## src/rtl/dseq_pkg.sv

```systemverilog
package dseq_pkg;
  typedef enum logic {PH_IDLE = 1'b0, PH_RUN = 1'b1} phase_e;
endpackage

```

## src/rtl/dseq_cfg.sv

```systemverilog
module dseq_cfg
  import dseq_pkg::*;
#(
  parameter int CNT_W   = 8,
  parameter int LOG_MAX = 4,
  parameter int UW      = LOG_MAX + 1,
  parameter int NW      = $clog2(LOG_MAX + 1)
) (
  input  logic             clk,
  input  logic             rst_n,
  input  logic             load_i,
  input  logic [CNT_W-1:0] base_i,
  input  logic [UW-1:0]    upn_i,
  input  logic [NW-1:0]    nlog_i,
  input  logic [CNT_W-1:0] plen_i,
  input  logic             rep_i,
  output logic [CNT_W-1:0] base_o,
  output logic [UW-1:0]    upn_o,
  output logic [NW-1:0]    nlog_o,
  output logic [CNT_W-1:0] plen_o,
  output logic             rep_o
);
  phase_e           phase_q, phase_n;
  logic [CNT_W-1:0] base_q, plen_q;
  logic [UW-1:0]    upn_q, len_new, upn_sat;
  logic [NW-1:0]    nlog_q, nlog_sat;
  logic             rep_q, keep, take;

  always_comb begin
    nlog_sat = (int'(nlog_i) > LOG_MAX) ? NW'(LOG_MAX) : nlog_i;
    len_new  = UW'(1) << nlog_sat;
    upn_sat  = (upn_i > len_new) ? len_new : upn_i;
    keep     = (phase_q == PH_RUN) && rep_i;
    take     = load_i && !keep;
    base_o   = take ? base_i   : base_q;
    upn_o    = take ? upn_sat  : upn_q;
    nlog_o   = take ? nlog_sat : nlog_q;
    plen_o   = take ? plen_i   : plen_q;
    rep_o    = load_i ? rep_i  : rep_q;
    phase_n  = load_i ? PH_RUN : phase_q;
  end

  always_ff @(posedge clk or negedge rst_n) begin
    if (!rst_n) begin
      phase_q <= PH_IDLE;
      base_q  <= '0;
      upn_q   <= '0;
      nlog_q  <= '0;
      plen_q  <= '0;
      rep_q   <= 1'b0;
    end else if (load_i) begin
      phase_q <= phase_n;
      base_q  <= base_o;
      upn_q   <= upn_o;
      nlog_q  <= nlog_o;
      plen_q  <= plen_o;
      rep_q   <= rep_o;
    end
  end

  AST_CFG_HOLD: assert property (@(posedge clk) disable iff (!rst_n)
    !load_i |=> ($stable(base_q) && $stable(upn_q) && $stable(nlog_q) && $stable(plen_q)));
  AST_REPEAT_KEEP: assert property (@(posedge clk) disable iff (!rst_n)
    (load_i && phase_q == PH_RUN && rep_i) |=> ($stable(base_q) && $stable(upn_q) && $stable(nlog_q)));
endmodule

```

## src/rtl/dseq_accum.sv

```systemverilog
module dseq_accum #(
  parameter int LOG_MAX = 4,
  parameter int UW      = LOG_MAX + 1,
  parameter int NW      = $clog2(LOG_MAX + 1),
  parameter int AW      = LOG_MAX + 2
) (
  input  logic          clk,
  input  logic          rst_n,
  input  logic          step_i,
  input  logic [NW-1:0] nlog_i,
  input  logic [UW-1:0] upn_i,
  output logic          bound_o,
  output logic          last_o,
  output logic          upper_o
);
  logic [LOG_MAX-1:0]   pos_q, pos_n;
  logic signed [AW-1:0] acc_q, acc_n, acc0, diff, len_s;
  logic [UW-1:0]        len, tally_q, tally_n, tally_base;

  always_comb begin
    len        = UW'(1) << nlog_i;
    len_s      = $signed({1'b0, len});
    bound_o    = (pos_q == '0);
    last_o     = (pos_q == LOG_MAX'(len - UW'(1)));
    pos_n      = last_o ? '0 : pos_q + LOG_MAX'(1);
    acc0       = bound_o ? $signed({1'b0, len >> 1}) : acc_q;
    diff       = acc0 - $signed({1'b0, upn_i});
    upper_o    = diff < 0;
    acc_n      = upper_o ? diff + len_s : diff;
    tally_base = bound_o ? '0 : tally_q;
    tally_n    = tally_base + UW'(upper_o);
  end

  always_ff @(posedge clk or negedge rst_n) begin
    if (!rst_n) begin
      pos_q   <= '0;
      acc_q   <= '0;
      tally_q <= '0;
    end else if (step_i) begin
      pos_q   <= pos_n;
      acc_q   <= acc_n;
      tally_q <= tally_n;
    end
  end

  AST_ACC_RANGE: assert property (@(posedge clk) disable iff (!rst_n)
    !bound_o |-> (acc_q >= 0 && acc_q < len_s));
  AST_UPPER_TALLY: assert property (@(posedge clk) disable iff (!rst_n)
    (step_i && last_o) |-> (tally_n == upn_i));
endmodule

```

## src/rtl/dither_duty_seq.sv

```systemverilog
module dither_duty_seq #(
  parameter int CNT_W   = 8,
  parameter int LOG_MAX = 4,
  localparam int UW     = LOG_MAX + 1,
  localparam int NW     = $clog2(LOG_MAX + 1)
) (
  input  logic             clk,
  input  logic             rst_n,
  input  logic             start_i,
  input  logic [CNT_W-1:0] base_i,
  input  logic [UW-1:0]    upn_i,
  input  logic [NW-1:0]    nlog_i,
  input  logic [CNT_W-1:0] plen_i,
  input  logic             repeat_i,
  output logic [CNT_W-1:0] comp_o,
  output logic             eos_irq_o
);
  logic             bound, last, upper, load;
  logic [CNT_W-1:0] base_e, plen_e, comp_n;
  logic [UW-1:0]    upn_e;
  logic [NW-1:0]    nlog_e;
  logic             rep_e, irq_n;
  logic [CNT_W:0]   cand;

  assign load = start_i && bound;

  dseq_cfg #(.CNT_W(CNT_W), .LOG_MAX(LOG_MAX)) u_cfg (
    .clk(clk), .rst_n(rst_n), .load_i(load),
    .base_i(base_i), .upn_i(upn_i), .nlog_i(nlog_i), .plen_i(plen_i), .rep_i(repeat_i),
    .base_o(base_e), .upn_o(upn_e), .nlog_o(nlog_e), .plen_o(plen_e), .rep_o(rep_e)
  );

  dseq_accum #(.LOG_MAX(LOG_MAX)) u_acc (
    .clk(clk), .rst_n(rst_n), .step_i(start_i),
    .nlog_i(nlog_e), .upn_i(upn_e),
    .bound_o(bound), .last_o(last), .upper_o(upper)
  );

  always_comb begin
    cand   = {1'b0, base_e} + (CNT_W+1)'(upper);
    comp_n = (cand > {1'b0, plen_e}) ? plen_e : cand[CNT_W-1:0];
    irq_n  = start_i && last && !rep_e;
  end

  always_ff @(posedge clk or negedge rst_n) begin
    if (!rst_n) begin
      comp_o    <= '0;
      eos_irq_o <= 1'b0;
    end else begin
      eos_irq_o <= irq_n;
      if (start_i) comp_o <= comp_n;
    end
  end

  AST_COMP_CLAMP: assert property (@(posedge clk) disable iff (!rst_n)
    start_i |=> (comp_o <= $past(plen_e)));
  AST_COMP_HOLD: assert property (@(posedge clk) disable iff (!rst_n)
    !start_i |=> $stable(comp_o));
  AST_IRQ_AFTER_STROBE: assert property (@(posedge clk) disable iff (!rst_n)
    eos_irq_o |-> $past(start_i));
  AST_NO_IRQ_REPEAT: assert property (@(posedge clk) disable iff (!rst_n)
    (start_i && rep_e) |=> !eos_irq_o);
endmodule

```

## config.mk

```make
export PLATFORM = sky130hd
export DESIGN_NAME = dither_duty_seq
export DESIGN_NICKNAME = d
export VERILOG_FILES = /design/src/rtl/dseq_pkg.sv /design/src/rtl/dseq_cfg.sv /design/src/rtl/dseq_accum.sv /design/src/rtl/dither_duty_seq.sv
export SDC_FILE = /design/constraint.sdc
export NUM_CORES = 1
export LEC_CHECK = 0
export CORE_AREA = 2 2 86 88
export CTS_BUF_LIST = sky130_fd_sc_hd__clkbuf_2 sky130_fd_sc_hd__clkbuf_4 sky130_fd_sc_hd__clkbuf_8
export CTS_CLUSTER_DIAMETER = 100
export DETAILED_ROUTE_END_ITERATION = 10
export DIE_AREA = 0 0 88 90
export PLACE_DENSITY = 0.67
export SETUP_SLACK_MARGIN = 0.3
export SYNTH_ARGS = -nofsm -noshare
export SYNTH_HDL_FRONTEND = slang
export SYNTH_HIERARCHICAL = 1
export SYNTH_SLANG_ARGS = --single-unit
```

## constraint.sdc

```tcl
create_clock -name clk -period 6.5 [get_ports clk]
set_input_delay 1.3 -clock clk [delete_from_list [all_inputs] [get_ports clk]]
set_output_delay 1.3 -clock clk [all_outputs]
set_load 0.005 [all_outputs]
```

==> run summary, run 1 <==
Layout fillers: 628
Slew HR: 0.6114
Top delay family on crit path: simple AND/OR/NAND/NOR gates
final hold vios: 0
final-stage net count: 476
Leakage Power: 1.931 nW
GP Congestion: 0.8714
PortBufs: 36
diodes inserted: 0
critical path type: input port to flip-flop
Final Core Density: 0.5705
layout cells sized above 1: 0.1842
global-route usage over all layers: 0.1976
die area: 7920 sq um
CTS Hold Buffers Added: 0
CTS Sinks: 45
crit start category: input port
main combinational cell family by area after synthesis: simple AND/OR/NAND/NOR gates
H-Tree Depth: 2
Final min period: 6009 ps
critical path arrival: 6190 ps
crit share post-route: 0.9244
post-synth cell types: 58
Via density: 5.414
clk slew on worst S/H paths: 80 ps
Crit-path slowest cell: clkdlybuf4s50_1
outcome: completed
num ports: 37
Gate power share: 0.725
Mapped Nets: 421
Initial DRC Count: 168
clock share of power: 0.075
R2R setup slack: 550 ps
Sw Share: 0.4509
crit path cell chain: clkdlybuf4s50_1 -> and2_1 -> nand2_1 -> buf_4 -> nand2_1 -> nand2_1 -> nand2b_1 -> o31ai_2 -> ha_1 -> nor2b_2 -> o2111ai_1 -> and3_1 -> or2_1 -> ha_1 -> ha_2 -> nand2_1 -> xnor2_2 -> ha_1 -> and3_1 -> or3b_4 -> o211a_4 -> o31ai_4 -> o2bb2ai_1
CTS tree: yes
max_cap viols: 0
compound-gate portion of the synthesized area: 0.1915
Layout area overhead: 26.37%
most frequent cells in the layout: nand2_1, dfrtp_1, clkdlybuf4s50_1
unrepaired setup endpoints after global routing: false
clk_skew: 5.207 ps
final setup fails: 0
synth warn: 6
post-synthesis xor/xnor area fraction: 0.03869
Seq/Total Area, Yosys: 0.3553
cell mode on critical path: nand2_1
crit-path max cell delay: 420 ps
WL final: 7627 microns
Max Used Layer: met4
Post-synth EDFFs: 0
register share of total power: 0.200
worst path required time: 6680 ps
CTS Root Cell: clkbuf_8
Slew Limit Fails: 0
Core Area: 7020 sq um
Die Wd: 88 microns
worst-margin pin slew: 582.9 ps
PD cells: 603.5 nW/um^2
most common cell after layout, fill and taps aside: nand2_1
mux cell area share after synthesis: 0.02053
FFs w/ async S/R, synth: 1.000
number of global-route vias before repair: 2801
CTS buffer count: 5
CP endpoint kind: flip-flop
post-route ant nets: 0
initial core utilization: 0.4514
area of the multi-input gates: 2016 sq um
Via Count: 2799
row count: 31
Most used DFF post-synth: dfrtp_1
CTS Buffer Depth: 2
register area: 1126 sq um
crit path buf inv count: 2
post-synthesis adder-cell area fraction: 0.1232
Worst IR Drop VDD: 0.0004027 V
switching power: 0.001090 W
routed wl met2: 3906 microns
area post-placement: 3717 sq um
grt ovf: 0
largest net degree at the start of global routing: 46
1st-pass router iterations: 4
chip height: 90 microns
first-pass GRT wire length: 12610 microns
Worst Hold Class: flip-flop to flip-flop
met3 WL: 258 microns
Syn Area/Cell: 8.731 sq um
internal power: 0.001327 W
Syn Inst Count: 363
critical-path maximum fanout: 12
Mapped Area: 3169 sq um
DR WL/cell: 14.75 microns
Fmax: 0.1664 GHz
routed length on met1: 3345 microns
placed wire-length estimate: 5654 microns
initial antenna violation count: 0
design area: 4005 sq um
drt drc: 0
later-pin clock latency in the skew report: 300 ps
Simple-Gate Fraction of Synth Area: 0.2156
FF+latch count, synth: 45
-- Yosys cell counts (2+ instances only) --
master | n | area, sq um
o211ai_2 | 2 | 25.02
a21oi_1 | 17 | 85.08
mux2i_1 | 2 | 20.02
xnor2_1 | 10 | 87.58
buf_2 | 2 | 10.01
clkbuf_1 | 7 | 26.28
nand3b_1 | 2 | 15.01
nand4_1 | 4 | 25.02
a31oi_1 | 2 | 12.51
nor2b_1 | 2 | 12.51
mux2_2 | 4 | 45.04
clkinv_1 | 2 | 7.510
ha_1 | 28 | 350.3
inv_1 | 23 | 86.33
nor2_1 | 18 | 67.56
a211oi_1 | 8 | 60.06
o221ai_1 | 2 | 17.52
xor2_1 | 4 | 35.03
o221a_2 | 2 | 22.52
fa_1 | 2 | 40.04
o2bb2ai_1 | 6 | 52.55
nor3_1 | 9 | 45.04
nand2_1 | 88 | 330.3
and3_1 | 4 | 25.02
or2_2 | 2 | 12.51
a21o_1 | 4 | 30.03
dfrtp_1 | 45 | 1126
nand3_1 | 7 | 35.03
nand2b_1 | 2 | 12.51
o211ai_1 | 6 | 45.04
and2_1 | 2 | 12.51
o31ai_1 | 8 | 60.06
and4_1 | 2 | 17.52
o21ai_0 | 8 | 40.04
buf_6 | 4 | 45.04
-- power groups by stage --
stage / sequential, W / clock [W] / combinational, W
floorplan: 0.000477 / 0 / 0.00122
global placement: 0.000488 / 0 / 0.00155
detailed placement: 0.000489 / 0 / 0.00159
CTS: 0.000485 / 0.000187 / 0.00161
global route: 0.000501 / 0.000197 / 0.00195
finish: 0.000484 / 0.000181 / 0.00175
-- per-layer routing --
metal,vias up,track usage
li1,1386,-
met1,1343,0.2455
met2,60,0.3460
met3,10,0.03398
met4,0,0.05641
met5,-,0
-- final cells by class --
class	instances	share of cell area
clock buffer	6	0.02062
clock inverter	1	0.001874
inverter	25	0.02374
multi-input combinational	280	0.5033
sequential	45	0.2812
tap	99	0.03093
timing repair buffer	61	0.1384
-- state kept, by name, summed over array words and instances (netlist names) --
register       cells
u_cfg/base_q       8
u_cfg/rep_q        1
u_acc/pos_q        4
u_cfg/nlog_q       3
u_cfg/plen_q       8
comp_o             8
u_acc/acc_q        6
u_cfg/phase_q      1
eos_irq_o          1
u_cfg/upn_q        5
-- cell families (layout without fill, tap and decap cells) --
logic type,after synthesis,count (layout)
AOI/OAI and AO/OA,80,80
DFF,45,45
xor gates and xnor gates,14,14
buffers and inverters,38,93
and+or+nand+nor,150,150
muxes,6,6
adders and majority gates,30,30
-- metrics by stage --
stage                     total power, W  hold slack, ps  worst slack, ps  setup TNS [ps]  std cells
after floorplan                 0.001697           438.7            315.7               0        363
after global placement          0.002040           452.2            61.49               0        505
after detailed placement        0.002083           455.9           -46.45          -97.20        505
after CTS                       0.002284           478.1            332.1               0        513
after global routing            0.002645           492.1            243.1               0        517
final                           0.002417           474.3            491.2               0        517
-- tightest hold or removal path: cells and delay by family, from the launching register on --
kind	cells	cell delay, ps
and+or+nand+nor	2	120
DFF	1	330
-- final timing paths --
check                                 from              end  cells past startpoint
max                                start_i        comp_o[3]                     23
min reg2reg                u_cfg/base_q[2]  u_cfg/base_q[2]                      2
max reg2reg                 u_acc/pos_q[0]        comp_o[3]                     25
min                        u_cfg/base_q[2]  u_cfg/base_q[2]                      2
min in group asynchronous            rst_n   u_cfg/upn_q[0]                      2
max in group asynchronous            rst_n   u_acc/acc_q[5]                      2
-- repair_timing --
action,in CTS,in global routing
pin swaps,1,13
buffers inserted,1,4
setup endpoints to repair,8,8
gates resized for setup,4,27
No activity file was read; power rests on OpenSTA's default activity.
==> inputs of run 2 (changes only) <==
REMOVE_ABC_BUFFERS = 1   (was unset)
==> run summary, run 2 (same netlist as run 1, synthesis figures left out) <==
initial antenna violation count: 0
CTS tree: yes
biggest regs: comp_o x8, u_cfg/base_q x8, u_cfg/plen_q x8
Worst IR Drop VDD: 0.0003878 V
initial core utilization: 0.4514
DR WL/cell: 15.02 microns
placed insts: 501
worst path required time: 6690 ps
r2r startpoint: u_acc/pos_q[0]
drt drc: 0
1st-pass router iterations: 4
CTS Hold Buffers Added: 0
grt peak-use layer: met2
Initial DRC Count: 128
post-route ant nets: 0
Layout fillers: 617
largest net degree at the start of global routing: 46
Slew Limit Fails: 0
PD cells: 623.7 nW/um^2
CTS Root Cell: clkbuf_8
Layout area overhead: 27.87%
grt ovf: 0
crit share post-route: 0.9276
CTS Buffer Depth: 2
most common cell after layout, fill and taps aside: nand2_1
final hold slack: 472.6 ps
Slew HR: 0.3222
placed wire-length estimate: 5532 microns
Die Wd: 88 microns
CTS Sinks: 45
num ports: 37
met1 usage: 0.2453
Via Count: 2777
CP endpoint kind: flip-flop
later-pin clock latency in the skew report: 300 ps
Final min period: 6029 ps
critical path arrival: 6220 ps
Worst Hold Class: flip-flop to flip-flop
die area: 7920 sq um
critical-path maximum fanout: 8
met2 GRT Util: 0.3485
crit path from: nlog_i[0]
final-stage net count: 471
final hold vios: 0
unrepaired setup endpoints after global routing: false
row count: 31
final cell count without fillers: 513
max_cap viols: 0
WL final: 7707 microns
most frequent cells in the layout: nand2_1, dfrtp_1, clkdlybuf4s50_1
Leakage Power: 1.907 nW
crit start category: input port
register area: 1126 sq um
clk_skew: 9.308 ps
layout cells sized above 1: 0.1884
number of global-route vias before repair: 2894
met3 Use GR: 0.03581
global-route usage over all layers: 0.1995
final setup fails: 0
chip height: 90 microns
PortBufs: 36
fin worst setup slack: 470.9 ps
area of the multi-input gates: 2082 sq um
Core Area: 7020 sq um
outcome: completed
hold_sp: u_cfg/base_q[1]
Via density: 5.413
area post-placement: 3687 sq um
clk slew on worst S/H paths: 90 ps
critical path type: input port to flip-flop
first-pass GRT wire length: 12740 microns
CTS buffer count: 5
diodes inserted: 0
GP Congestion: 0.8649
H-Tree Depth: 2
dpl ws: -107.0 ps
Fmax: 0.1659 GHz
worst-margin pin slew: 1017 ps
design area: 4053 sq um
[run 2: cell types whose count changed in the layout (fill, tap and decap cells not counted), moves of 2 or more]
cell            delta
dlygate4sd2_1      +2
ha_4               +2
ha_1               -2
dlymetal6s2s_1     -2
buf_4              -4
[run 2: area by class of cell]
cell class | instances | area share
Multi-Input combinational cell | 280 | 0.5137
Sequential cell | 45 | 0.2779
Timing Repair Buffer | 56 | 0.1247
Tap cell | 99 | 0.03057
Inverter | 25 | 0.02346
Clock buffer | 7 | 0.02223
Clock inverter | 1 | 0.007410
[run 2: power by group]
group	total [W]	leakage, nW	switching, W	internal (W)
Sequential	0.000485	0.551	0.0000640	0.000421
Combinational	0.00181	1.29	0.000966	0.000848
Clock	0.000227	0.0619	0.0000977	0.000130
Total	0.00253	1.91	0.00113	0.00140
[run 2: metal layers]
metal / vias to the layer above / routed length [microns]
li1: 1377 / -
met5: - / 0
met3: 7 / 214
met2: 40 / 4004
met1: 1353 / 3432
met4: 0 / 56
[run 2: final timing paths]
path / cells past startpoint / endpoint / slack, ps
setup reg to reg: 25 / comp_o[4] / 630
max in group asynchronous: 1 / u_acc/acc_q[3] / 4700
hold reg to reg: 2 / u_cfg/base_q[1] / 470
hold / removal: 2 / u_cfg/base_q[1] / 470
min in group asynchronous: 1 / u_cfg/nlog_q[1] / 1160
setup / recovery: 25 / comp_o[4] / 470
[run 2: timing repair]
item / in CTS / in global routing
endpoints found under the hold margin: 0 / 0
resized for setup: 11 / 29
pin swaps: 2 / 21
setup endpoints to repair: 8 / 8
setup buffers: 1 / 3
[run 2: stage by stage]
stage	total power, W	util	setup TNS [ps]
6_report	0.002527	0.5773	0
5_1_grt	0.002753	0.5773	0
4_1_cts	0.002374	0.5500	0
3_5_place_dp	0.002078	0.5252	-516.6
3_3_place_gp	0.002034	0.5252	-43.24
2_1_floorplan	0.001645	-	0
[run 2: critical path, stage by stage]
cell and delay, ps:
dlygate4sd2_1 280, nand3b_1 240, ha_4 310, o211a_1 180, o31ai_4 80, a22oi_2 280, buf_4 180, nor3_1 50
a211oi_1 240, inv_1 120, ha_4 310, a21o_1 140, nand2_1 50, and3_1 180, or2_4 270, ha_4 170
ha_4 180, nand2_2 80, xnor2_2 90, ha_1 320, and3_4 190, or3b_4 400, o211a_4 210, o31ai_2 280
o2bb2ai_1 90
